===== src/rtl/rtc_cal_pkg.sv =====
package rtc_cal_pkg;

    // Packed time-of-day value carried between the stage and the counter
    typedef struct packed {
        logic [4:0] hr;
        logic [5:0] mn;
        logic [5:0] sc;
    } hms_t;

    localparam int HMS_W = $bits(hms_t);

    // Word offsets on the register bus
    localparam int OFS_CTRL = 'h0;
    localparam int OFS_DATE = 'h4;
    localparam int OFS_TIME = 'h8;

    // Field positions inside the words
    localparam int SEC_LSB  = 0;
    localparam int MIN_LSB  = 8;
    localparam int HR_LSB   = 16;
    localparam int DAY_LSB  = 0;
    localparam int MON_LSB  = 8;
    localparam int YEAR_LSB = 16;

    // Busy flags in the status word
    localparam int BUSY_TIME_BIT = 8;
    localparam int BUSY_DATE_BIT = 7;

    function automatic logic [4:0] month_days(input logic [3:0] mon, input logic leap);
        logic [4:0] n;
        case (mon)
            4'd2:                      n = leap ? 5'd29 : 5'd28;
            4'd4, 4'd6, 4'd9, 4'd11:   n = 5'd30;
            default:                   n = 5'd31;
        endcase
        return n;
    endfunction

    function automatic logic leap_of(input int unsigned yr);
        return ((yr % 4) == 0 && (yr % 100) != 0) || ((yr % 400) == 0);
    endfunction

    function automatic hms_t hms_from_word(input logic [31:0] w);
        hms_t t;
        t.sc = w[SEC_LSB +: 6];
        t.mn = w[MIN_LSB +: 6];
        t.hr = w[HR_LSB  +: 5];
        return t;
    endfunction

    function automatic logic [31:0] hms_to_word(input hms_t t);
        logic [31:0] w;
        w = '0;
        w[SEC_LSB +: 6] = t.sc;
        w[MIN_LSB +: 6] = t.mn;
        w[HR_LSB  +: 5] = t.hr;
        return w;
    endfunction

endpackage


===== src/rtl/rtc_commit_stage.sv =====
// Holds one written value for DLY cycles, then issues a single load pulse.
module rtc_commit_stage #(
    parameter int W   = 17,
    parameter int DLY = 8
) (
    input  logic         clk,
    input  logic         rst,
    input  logic         req,
    input  logic [W-1:0] din,
    output logic         busy,
    output logic         fire,
    output logic [W-1:0] dout
);
    localparam int CW = (DLY > 1) ? $clog2(DLY) : 1;
    localparam logic [CW-1:0] CNT_START = CW'(DLY - 1);

    logic [CW-1:0] cnt_q;
    logic          busy_q;
    logic [W-1:0]  data_q;

    assign fire = busy_q && (cnt_q == '0);
    assign busy = busy_q;
    assign dout = data_q;

    always_ff @(posedge clk) begin
        if (rst) begin
            busy_q <= 1'b0;
            cnt_q  <= '0;
            data_q <= '0;
        end else if (!busy_q) begin
            if (req) begin
                busy_q <= 1'b1;
                cnt_q  <= CNT_START;
                data_q <= din;
            end
        end else if (fire) begin
            busy_q <= 1'b0;
        end else begin
            cnt_q <= cnt_q - 1'b1;
        end
    end

endmodule


===== src/rtl/rtc_hms_counter.sv =====
module rtc_hms_counter
    import rtc_cal_pkg::*;
(
    input  logic clk,
    input  logic rst,
    input  logic tick,
    input  logic load,
    input  hms_t load_val,
    output hms_t q,
    output logic day_carry
);
    hms_t cur_q, nxt;
    logic carry;

    always_comb begin
        nxt   = cur_q;
        carry = 1'b0;
        if (load) begin
            nxt = load_val;
        end else if (tick) begin
            if (cur_q.sc >= 6'd59) begin
                nxt.sc = '0;
                if (cur_q.mn >= 6'd59) begin
                    nxt.mn = '0;
                    if (cur_q.hr >= 5'd23) begin
                        nxt.hr = '0;
                        carry  = 1'b1;
                    end else begin
                        nxt.hr = cur_q.hr + 5'd1;
                    end
                end else begin
                    nxt.mn = cur_q.mn + 6'd1;
                end
            end else begin
                nxt.sc = cur_q.sc + 6'd1;
            end
        end
    end

    always_ff @(posedge clk) begin
        if (rst) cur_q <= '0;
        else     cur_q <= nxt;
    end

    assign q         = cur_q;
    assign day_carry = carry;

endmodule


===== src/rtl/rtc_ymd_counter.sv =====
module rtc_ymd_counter
    import rtc_cal_pkg::*;
#(
    parameter int          YEAR_W    = 6,
    parameter int unsigned BASE_YEAR = 2010
) (
    input  logic              clk,
    input  logic              rst,
    input  logic              inc,
    input  logic              load,
    input  logic [4:0]        load_day,
    input  logic [3:0]        load_mon,
    input  logic [YEAR_W-1:0] load_year,
    input  logic              load_leap,
    output logic [4:0]        day,
    output logic [3:0]        mon,
    output logic [YEAR_W-1:0] year,
    output logic              leap
);
    localparam logic RESET_LEAP = leap_of(BASE_YEAR);

    logic [4:0]        day_q,  day_n;
    logic [3:0]        mon_q,  mon_n;
    logic [YEAR_W-1:0] year_q, year_n, year_inc;
    logic              leap_q, leap_n;

    assign year_inc = year_q + 1'b1;

    always_comb begin
        day_n  = day_q;
        mon_n  = mon_q;
        year_n = year_q;
        leap_n = leap_q;
        if (load) begin
            day_n  = load_day;
            mon_n  = load_mon;
            year_n = load_year;
            leap_n = load_leap;
        end else if (inc) begin
            if (day_q >= month_days(mon_q, leap_q)) begin
                day_n = 5'd1;
                if (mon_q >= 4'd12) begin
                    mon_n  = 4'd1;
                    year_n = year_inc;
                    leap_n = leap_of(BASE_YEAR + 32'(year_inc));
                end else begin
                    mon_n = mon_q + 4'd1;
                end
            end else begin
                day_n = day_q + 5'd1;
            end
        end
    end

    always_ff @(posedge clk) begin
        if (rst) begin
            day_q  <= 5'd1;
            mon_q  <= 4'd1;
            year_q <= '0;
            leap_q <= RESET_LEAP;
        end else begin
            day_q  <= day_n;
            mon_q  <= mon_n;
            year_q <= year_n;
            leap_q <= leap_n;
        end
    end

    assign day  = day_q;
    assign mon  = mon_q;
    assign year = year_q;
    assign leap = leap_q;

endmodule


===== src/rtl/rtc_calendar.sv =====
module rtc_calendar
    import rtc_cal_pkg::*;
#(
    parameter int          YEAR_W     = 6,
    parameter int unsigned BASE_YEAR  = 2010,
    parameter int          COMMIT_CYC = 8,
    parameter int          ADDR_W     = 4
) (
    input  logic              clk,
    input  logic              rst,
    input  logic              sec_tick,
    input  logic              bus_wr,
    input  logic [ADDR_W-1:0] bus_addr,
    input  logic [31:0]       bus_wdata,
    output logic [31:0]       bus_rdata
);
    localparam int LEAP_POS = YEAR_LSB + YEAR_W;
    localparam int DSTAGE_W = 1 + YEAR_W + 4 + 5;
    localparam logic [ADDR_W-1:0] A_CTRL = ADDR_W'(OFS_CTRL);
    localparam logic [ADDR_W-1:0] A_DATE = ADDR_W'(OFS_DATE);
    localparam logic [ADDR_W-1:0] A_TIME = ADDR_W'(OFS_TIME);

    // Write decode
    logic wr_time, wr_date;
    assign wr_time = bus_wr && (bus_addr == A_TIME);
    assign wr_date = bus_wr && (bus_addr == A_DATE);

    // Time staging
    logic             t_busy, t_fire;
    logic [HMS_W-1:0] t_stage;
    hms_t             t_in;
    assign t_in = hms_from_word(bus_wdata);

    rtc_commit_stage #(.W(HMS_W), .DLY(COMMIT_CYC)) u_tstage (
        .clk (clk),
        .rst (rst),
        .req (wr_time),
        .din (t_in),
        .busy(t_busy),
        .fire(t_fire),
        .dout(t_stage)
    );

    // Date staging: {leap, year, month, day}
    logic                t_dummy_unused;
    logic                d_busy, d_fire;
    logic [DSTAGE_W-1:0] d_in, d_stage;
    assign d_in = {bus_wdata[LEAP_POS], bus_wdata[YEAR_LSB +: YEAR_W],
                   bus_wdata[MON_LSB +: 4], bus_wdata[DAY_LSB +: 5]};
    assign t_dummy_unused = 1'b0;

    rtc_commit_stage #(.W(DSTAGE_W), .DLY(COMMIT_CYC)) u_dstage (
        .clk (clk),
        .rst (rst),
        .req (wr_date),
        .din (d_in),
        .busy(d_busy),
        .fire(d_fire),
        .dout(d_stage)
    );

    // Time of day
    hms_t time_q;
    logic day_carry;

    rtc_hms_counter u_hms (
        .clk      (clk),
        .rst      (rst),
        .tick     (sec_tick),
        .load     (t_fire),
        .load_val (hms_t'(t_stage)),
        .q        (time_q),
        .day_carry(day_carry)
    );

    // Calendar date
    logic [4:0]        cal_day;
    logic [3:0]        cal_mon;
    logic [YEAR_W-1:0] cal_year;
    logic              cal_leap;

    rtc_ymd_counter #(.YEAR_W(YEAR_W), .BASE_YEAR(BASE_YEAR)) u_ymd (
        .clk      (clk),
        .rst      (rst),
        .inc      (day_carry),
        .load     (d_fire),
        .load_day (d_stage[4:0]),
        .load_mon (d_stage[8:5]),
        .load_year(d_stage[9 +: YEAR_W]),
        .load_leap(d_stage[DSTAGE_W-1]),
        .day      (cal_day),
        .mon      (cal_mon),
        .year     (cal_year),
        .leap     (cal_leap)
    );

    // Read path
    logic [31:0] date_word;
    always_comb begin
        date_word = '0;
        date_word[DAY_LSB  +: 5]      = cal_day;
        date_word[MON_LSB  +: 4]      = cal_mon;
        date_word[YEAR_LSB +: YEAR_W] = cal_year;
        date_word[LEAP_POS]           = cal_leap;
    end

    always_comb begin
        bus_rdata = '0;
        if (bus_addr == A_CTRL) begin
            bus_rdata[BUSY_TIME_BIT] = t_busy;
            bus_rdata[BUSY_DATE_BIT] = d_busy;
        end else if (bus_addr == A_DATE) begin
            bus_rdata = date_word;
        end else if (bus_addr == A_TIME) begin
            bus_rdata = hms_to_word(time_q);
        end
    end

endmodule


===== config.mk =====
export PLATFORM = sky130hd
export DESIGN_NAME = rtc_calendar
export DESIGN_NICKNAME = d
export VERILOG_FILES = /design/src/rtl/rtc_cal_pkg.sv /design/src/rtl/rtc_commit_stage.sv /design/src/rtl/rtc_hms_counter.sv /design/src/rtl/rtc_ymd_counter.sv /design/src/rtl/rtc_calendar.sv
export SDC_FILE = /design/constraint.sdc
export NUM_CORES = 1
export LEC_CHECK = 0
export BUFFER_PORTS_ARGS = -buffer_cell sky130_fd_sc_hd__buf_2
export CAP_MARGIN = 20
export CORE_MARGIN = 2
export CORE_UTILIZATION = 40
export CTS_CLUSTER_DIAMETER = 50
export DETAILED_ROUTE_END_ITERATION = 7
export PLACE_DENSITY = 0.6
export SLEW_MARGIN = 20
export SYNTH_ARGS = -nofsm -noshare
export SYNTH_HDL_FRONTEND = slang
export SYNTH_SLANG_ARGS = --single-unit

===== constraint.sdc =====
create_clock -name clk -period 11.2 [get_ports clk]
set_clock_uncertainty 0.15 [all_clocks]
set_input_delay 1.12 -clock clk [delete_from_list [all_inputs] [get_ports clk]]
set_output_delay 1.12 -clock clk [all_outputs]
set_load 0.005 [all_outputs]

-- Word-level counts from Yosys, hierarchy flattened
Index checks and enable logic that the tools add are counted.
- logic and storage cells: 117
- input bits: 40
- register bits: 74
- output and inout bits: 32
- reductions and logical operators: 29
- magnitude comparators: 5
- eq/ne operators: 9
- multiplexer cells: 48
- div/mod/pow operators: 2
- bitwise logic cells: 2
- add/sub/neg operators: 9
- operators by type and width (cell ; count):
    32-bit logical NOT ; 2
    6-bit 2-to-1 mux ; 6
    5-bit 2-to-1 mux ; 7
    17-bit 2-to-1 mux ; 2
    32-bit by 7-bit remainder unit with 32-bit output (second input constant) ; 1
    32-bit by 9-bit remainder unit with 32-bit output (second input constant) ; 1
    32-bit 2-to-1 mux ; 1
    32-bit nonzero test ; 1
    23-bit 2-to-1 mux ; 1
    21-bit 2-to-1 mux ; 1
    6-bit by 1-bit adder with 6-bit output (second input constant) ; 3
    3-bit 2-to-1 mux ; 6
    1-bit 2-to-1 mux ; 16
    4-bit 2-to-1 mux ; 4
    2-bit nonzero test ; 8
    11-bit by 6-bit adder with 12-bit output (first input constant) ; 1
    4-bit by 3-bit == test with 1-bit output (second input constant) ; 3
    4-bit == test (second input constant) ; 3
    6-bit >= comparator (second input constant) ; 2
    2-bit AND reduction ; 6
    11-bit 2-to-1 mux ; 1
    5-bit by 1-bit adder with 5-bit output (second input constant) ; 2
    5-bit one-hot mux with 2 select lines ; 1
    7-bit 2-to-1 mux ; 1
    other kinds (15) ; 24

-- Depth between registers and ports, before layout
- depth after elaboration: 12
- depth in mapped cells: 23

-- Modules after synthesis
From an unflattened synthesis, not the netlist that was laid out.
- cells, all modules: 755
- area total of the unflattened synthesis: 5926.9 µm²
- by module, submodules not included (module ; area each (µm²) ; cells each ; instances):
    rtc_ymd_counter ; 2732.6 ; 371 ; 1
    rtc_hms_counter ; 1102.3 ; 139 ; 1
    rtc_commit_stage at u_tstage ; 857.1 ; 96 ; 1
    rtc_commit_stage at u_dstage ; 834.6 ; 92 ; 1
    rtc_calendar ; 400.4 ; 57 ; 1

-- Worst setup path after synthesis
Ideal clock, no wire load.
- path kind: reg-to-reg
- from: register u_ymd.year_q[0], in the netlist u_ymd.year[0]
- to: register u_ymd.leap_q, in the netlist u_ymd.leap
- cell stages (with the launch flop): 23
- data arrival time: 5.187 ns
- period minus slack after synthesis: 5.462 ns
- slack: 5.738 ns
- data required time: 10.925 ns
- cells stage by stage: dfxtp_1 > ha_1 > xnor2_1 > inv_1 > ha_1 > nor3_4 > inv_1 > ha_1 > clkbuf_1 > inv_1 > o21ai_0 > o21ai_0 > nor4b_4 > xnor2_1 > a211o_1 > a221oi_2 > and2_4 > a21boi_1 > xor2_1 > and3b_1 > a2111oi_2 > nand4_1 > o41a_1
- cells in the longest elaborated chain, start to end: 10
- RTL lines (element ; line ; source):
    start: declaration ; rtc_ymd_counter.sv:24 ; logic [YEAR_W-1:0] year_q, year_n, year_inc;
    start signal: assignment ; rtc_ymd_counter.sv:64 ; year_q <= year_n;
    6-bit by 1-bit adder with 6-bit output * ; rtc_ymd_counter.sv:27 ; assign year_inc = year_q + 1'b1;
    11-bit by 6-bit adder with 12-bit output * ; rtc_ymd_counter.sv:45 ; leap_n = leap_of(BASE_YEAR + 32'(year_inc));
    32-bit by 7-bit remainder unit with 32-bit output ; rtc_cal_pkg.sv:40 ; return ((yr % 4) == 0 && (yr % 100) != 0) || ((yr % 400) == 0);
    32-bit nonzero test ; rtc_cal_pkg.sv:40 ;
    1-bit logical AND ; rtc_cal_pkg.sv:40 ;
    1-bit logical OR * ; rtc_cal_pkg.sv:40 ;
    1-bit 2-to-1 mux * ; rtc_ymd_counter.sv:42 ; if (mon_q >= 4'd12) begin
    1-bit 2-to-1 mux * ; rtc_ymd_counter.sv:40 ; if (day_q >= month_days(mon_q, leap_q)) begin
    1-bit 2-to-1 mux * ; rtc_ymd_counter.sv:39 ; end else if (inc) begin
    1-bit 2-to-1 mux * ; rtc_ymd_counter.sv:34 ; if (load) begin
    end signal: assignment ; rtc_ymd_counter.sv:65 ; leap_q <= leap_n;
    end: declaration ; rtc_ymd_counter.sv:25 ; logic leap_q, leap_n;
Every way passes the cells marked *; elsewhere a longest branch is shown, timed or not. The select of a mux whose other input is x is not followed.
A chain may end at the register's enable or synchronous reset.

-- Final worst setup path
Same ends and word-level chain as after synthesis.

==> results.cfg <==
[setup_path]
worstPathRequired_ns = 11.26
arrival_ns = 6.60
endpoint_kind = flop
timing.rr.start = u_ymd.year[0]
reg2reg_to = u_ymd.leap
critical_path_class = reg2reg
reg2reg_depth = 21
rrSetupSlack_ns = 4.66
crit_fanout = 13
start_kind = flop

[timing]
rsz0062_at_grt = false
tns_ns = 0
setup_viol = 0
drv_slew = 0
tightest_slew_ns = 0.876
max_freq_ghz = 0.153
finalHoldViolCount = 0
layout_min_cycle_time_ns = 6.54
finalHoldWorstSlack_ns = 0.302
relSlewSlack = 0.414
period_share = 0.584

[finish]
areaGrowthSynthToFinish_pct = 10.8
antennaDiodeCount = 0
drive_gt1_frac = 0.139
fill_cells = 1391
final_nets = 816

[global_routing]
grt_pass1_vias = 4930
track_usage = 0.204
overflow = 0
grt_max_degree = 75
grt_pass1_wl_um = 24300
antenna_found_initial = 0

[power_and_ir_drop]
p_comb_frac = 0.057
vdd.ir_drop.worst_mv = 0.0780
power_frac_seq = 0.456
p_clk_frac = 0.487
power_switching_uw = 143
p_leak_nw = 2.31
internal_power_uw = 455
p_sw_frac = 0.240
p_per_area_nw_per_um2 = 99.5

[floorplanning]
start_util = 0.409
die_x_um = 120
rows = 42
core_um2 = 13200
io_pins = 72
die-area_um2 = 14500
die_y_um = 120

[detailed_routing]
postRouteAntennaNets = 0
wire_per_inst_um = 15.9
first_pass_iters = 5
via_count = 5394
via_per_inst = 5.78
drtIter0Drc = 418
routed_wl_um = 14900
route.detailed.drc = 0

[logic_synthesis]
synth.yosys.warnings = 0
synth_area_leaders = dfxtp_1 (27%), nand2_1 (7.2%), a21oi_1 (6.6%)
synth-edff-count = 0
async_flop_share = 0
yosysUniqueCellTypes = 87
seq_area_frac_synth = 0.273
synthCells = 729
yosysMostFrequentCell = nand2_1
synthFlopType = dfxtp_1
synth_common_cells = nand2_1 (104), nor2_1 (83), dfxtp_1 (74), a21oi_1 (72), o21ai_0 (36)
postSynthAreaPerCell_um2 = 7.44
synth_top_area_cell = dfxtp_1
synth_top_cell_area_share = 0.273
ys_ff_latch = 74
synth_area_um2 = 5420

[cts]
post-cts-setup-buffers = 0
cts_buffer_depth = 2
clkSinkCount = 74
cts_tree = yes
clk_pin_slew_ns = 0.06
clk_latency_ns = 0.34
hold_buffers = 0
clock_tree.root_cell = clkbuf_16
cts_made_buffers = 9
h-tree-depth = 3
ctsResizeCount = 0

[run]
max-cap-violations = 0

[hold_path]
hold_class = reg2reg
whs_path_depth = 2
holdPathEnd = u_tstage.dout[8]
worstHoldStart = u_tstage.dout[8]

[status]
status = completed

[placed_design]
hpwlAfterDp_um = 10900
place.gp.congestion = 0.957
portBuffers = 46
==> per-layer routing <==
| layer | up-vias | GRT usage | part of all wire |
|---|---|---|---|
| li1 | 2659 | - | - |
| met1 | 2520 | 0.286 | 0.47 |
| met2 | 194 | 0.323 | 0.46 |
| met3 | 21 | 0.0297 | 0.052 |
| met4 | 0 | 0.0625 | 0.016 |
| met5 | - | 0 | 0 |
==> placed cells by master (no fill, tap or decap), drive strengths merged, types with 3 or more instances in the layout <==
master and n:
nand2 105, nor2 84, dfxtp 74, a21oi 72
buf 51, o21ai 44, nor3 32, ha 24
inv 24, nand3 20, a211oi 18, xnor2 17
a22oi 16, conb 12, and3 12, clkbuf 9
o211ai 8, mux2i 7, nand2b 7, or2 6
nor2b 6, o311ai 6, xor2 6, and2 6
a211o 5, a31oi 4, a311oi 4, nand4 4
o31ai 4, nor4 4, a221oi 4, a31o 4
a2111oi 4, nor3b 3, or3 3, o22ai 3
a21boi 3, mux2 3, clkinv 3
==> worst max-delay path by stage <==
stage	start	end	slack (ns)
3_5_place_dp	u_ymd.year[0]	u_ymd.leap	4.79
5_1_grt	u_ymd.year[0]	u_ymd.leap	4.15
2_1_floorplan	u_ymd.year[0]	u_ymd.leap	5.74
6_report	u_ymd.year[0]	u_ymd.leap	4.66
4_1_cts	u_ymd.year[0]	u_ymd.leap	4.73
3_3_place_gp	u_ymd.year[0]	u_ymd.leap	4.86
==> registers in the layout (all words and copies together) (netlist names) <==
name            flops
u_ymd.mon           4
u_tstage.busy       1
u_ymd.leap          1
u_dstage.cnt_q      3
u_tstage.dout      17
u_hms.q            17
u_ymd.day           5
u_tstage.cnt_q      3
u_dstage.busy       1
u_dstage.dout      16
u_ymd.year          6
==> per-stage QoR <==
| step | cell area (um^2) | instances | utilization | power, mW | setup slack, ns |
|---|---|---|---|---|---|
| finish | 6010 | 933 | 0.454 | 0.598 | 4.66 |
| global route | 6010 | 933 | 0.454 | 0.620 | 4.15 |
| CTS | 6010 | 933 | 0.454 | 0.602 | 4.73 |
| detailed placement | 5700 | 917 | 0.431 | 0.312 | 4.79 |
| global placement | 5700 | 917 | 0.431 | 0.311 | 4.86 |
| floorplan | 5460 | 740 | - | 0.302 | 5.74 |
==> area by class of cell <==
type                            count  area (um^2)  share of cell area
Multi-Input combinational cell    594         3650               0.608
Inverter                           22         82.6              0.0137
Sequential cell                    74         1480               0.247
Timing Repair Buffer               51          268              0.0446
Clock buffer                        9          225              0.0375
Tap cell                          176          220              0.0366
Clock inverter                      7         77.6              0.0129
==> cells by family (layout without fill, tap and decap cells) <==
family / Yosys count / in the layout / share of synthesized area
AO/OA/AOI/OAI: 225 / 225 / 0.282
XOR/XNOR: 23 / 23 / 0.0448
adder cells (fa/ha/maj): 24 / 24 / 0.0554
buffers and inverters: 72 / 89 / 0.0609
flip-flops: 74 / 74 / 0.273
multiplexers: 10 / 10 / 0.0198
other: 1 / 12 / 0.000692
AND/OR/NAND/NOR: 300 / 300 / 0.263
==> critical path, stage by stage (launching register included) <==
cell and delay (ns):
dfxtp_1 0.51, ha_1 0.34, xnor2_1 0.19, inv_1 0.16
ha_1 0.46, nor3_4 0.13, inv_1 0.08, ha_1 0.46
inv_1 0.11, o21ai_0 0.45, nor4_1 0.15, nor4b_4 0.47
xnor2_1 0.18, o2111ai_1 0.27, a22o_1 0.39, and2_4 0.22
a21boi_1 0.18, xor2_1 0.39, and3b_1 0.24, a2111oi_2 0.34
nand4_1 0.13, o41a_1 0.41
==> power groups by stage <==
stage,Clock (mW),Sequential (mW),Combinational [mW]
2_1_floorplan,0,0.277,0.0251
3_3_place_gp,0,0.278,0.0330
3_5_place_dp,0,0.279,0.0338
4_1_cts,0.295,0.273,0.0341
5_1_grt,0.308,0.274,0.0387
6_report,0.291,0.273,0.0341
Note: power is estimated with default switching activity, not from simulation.
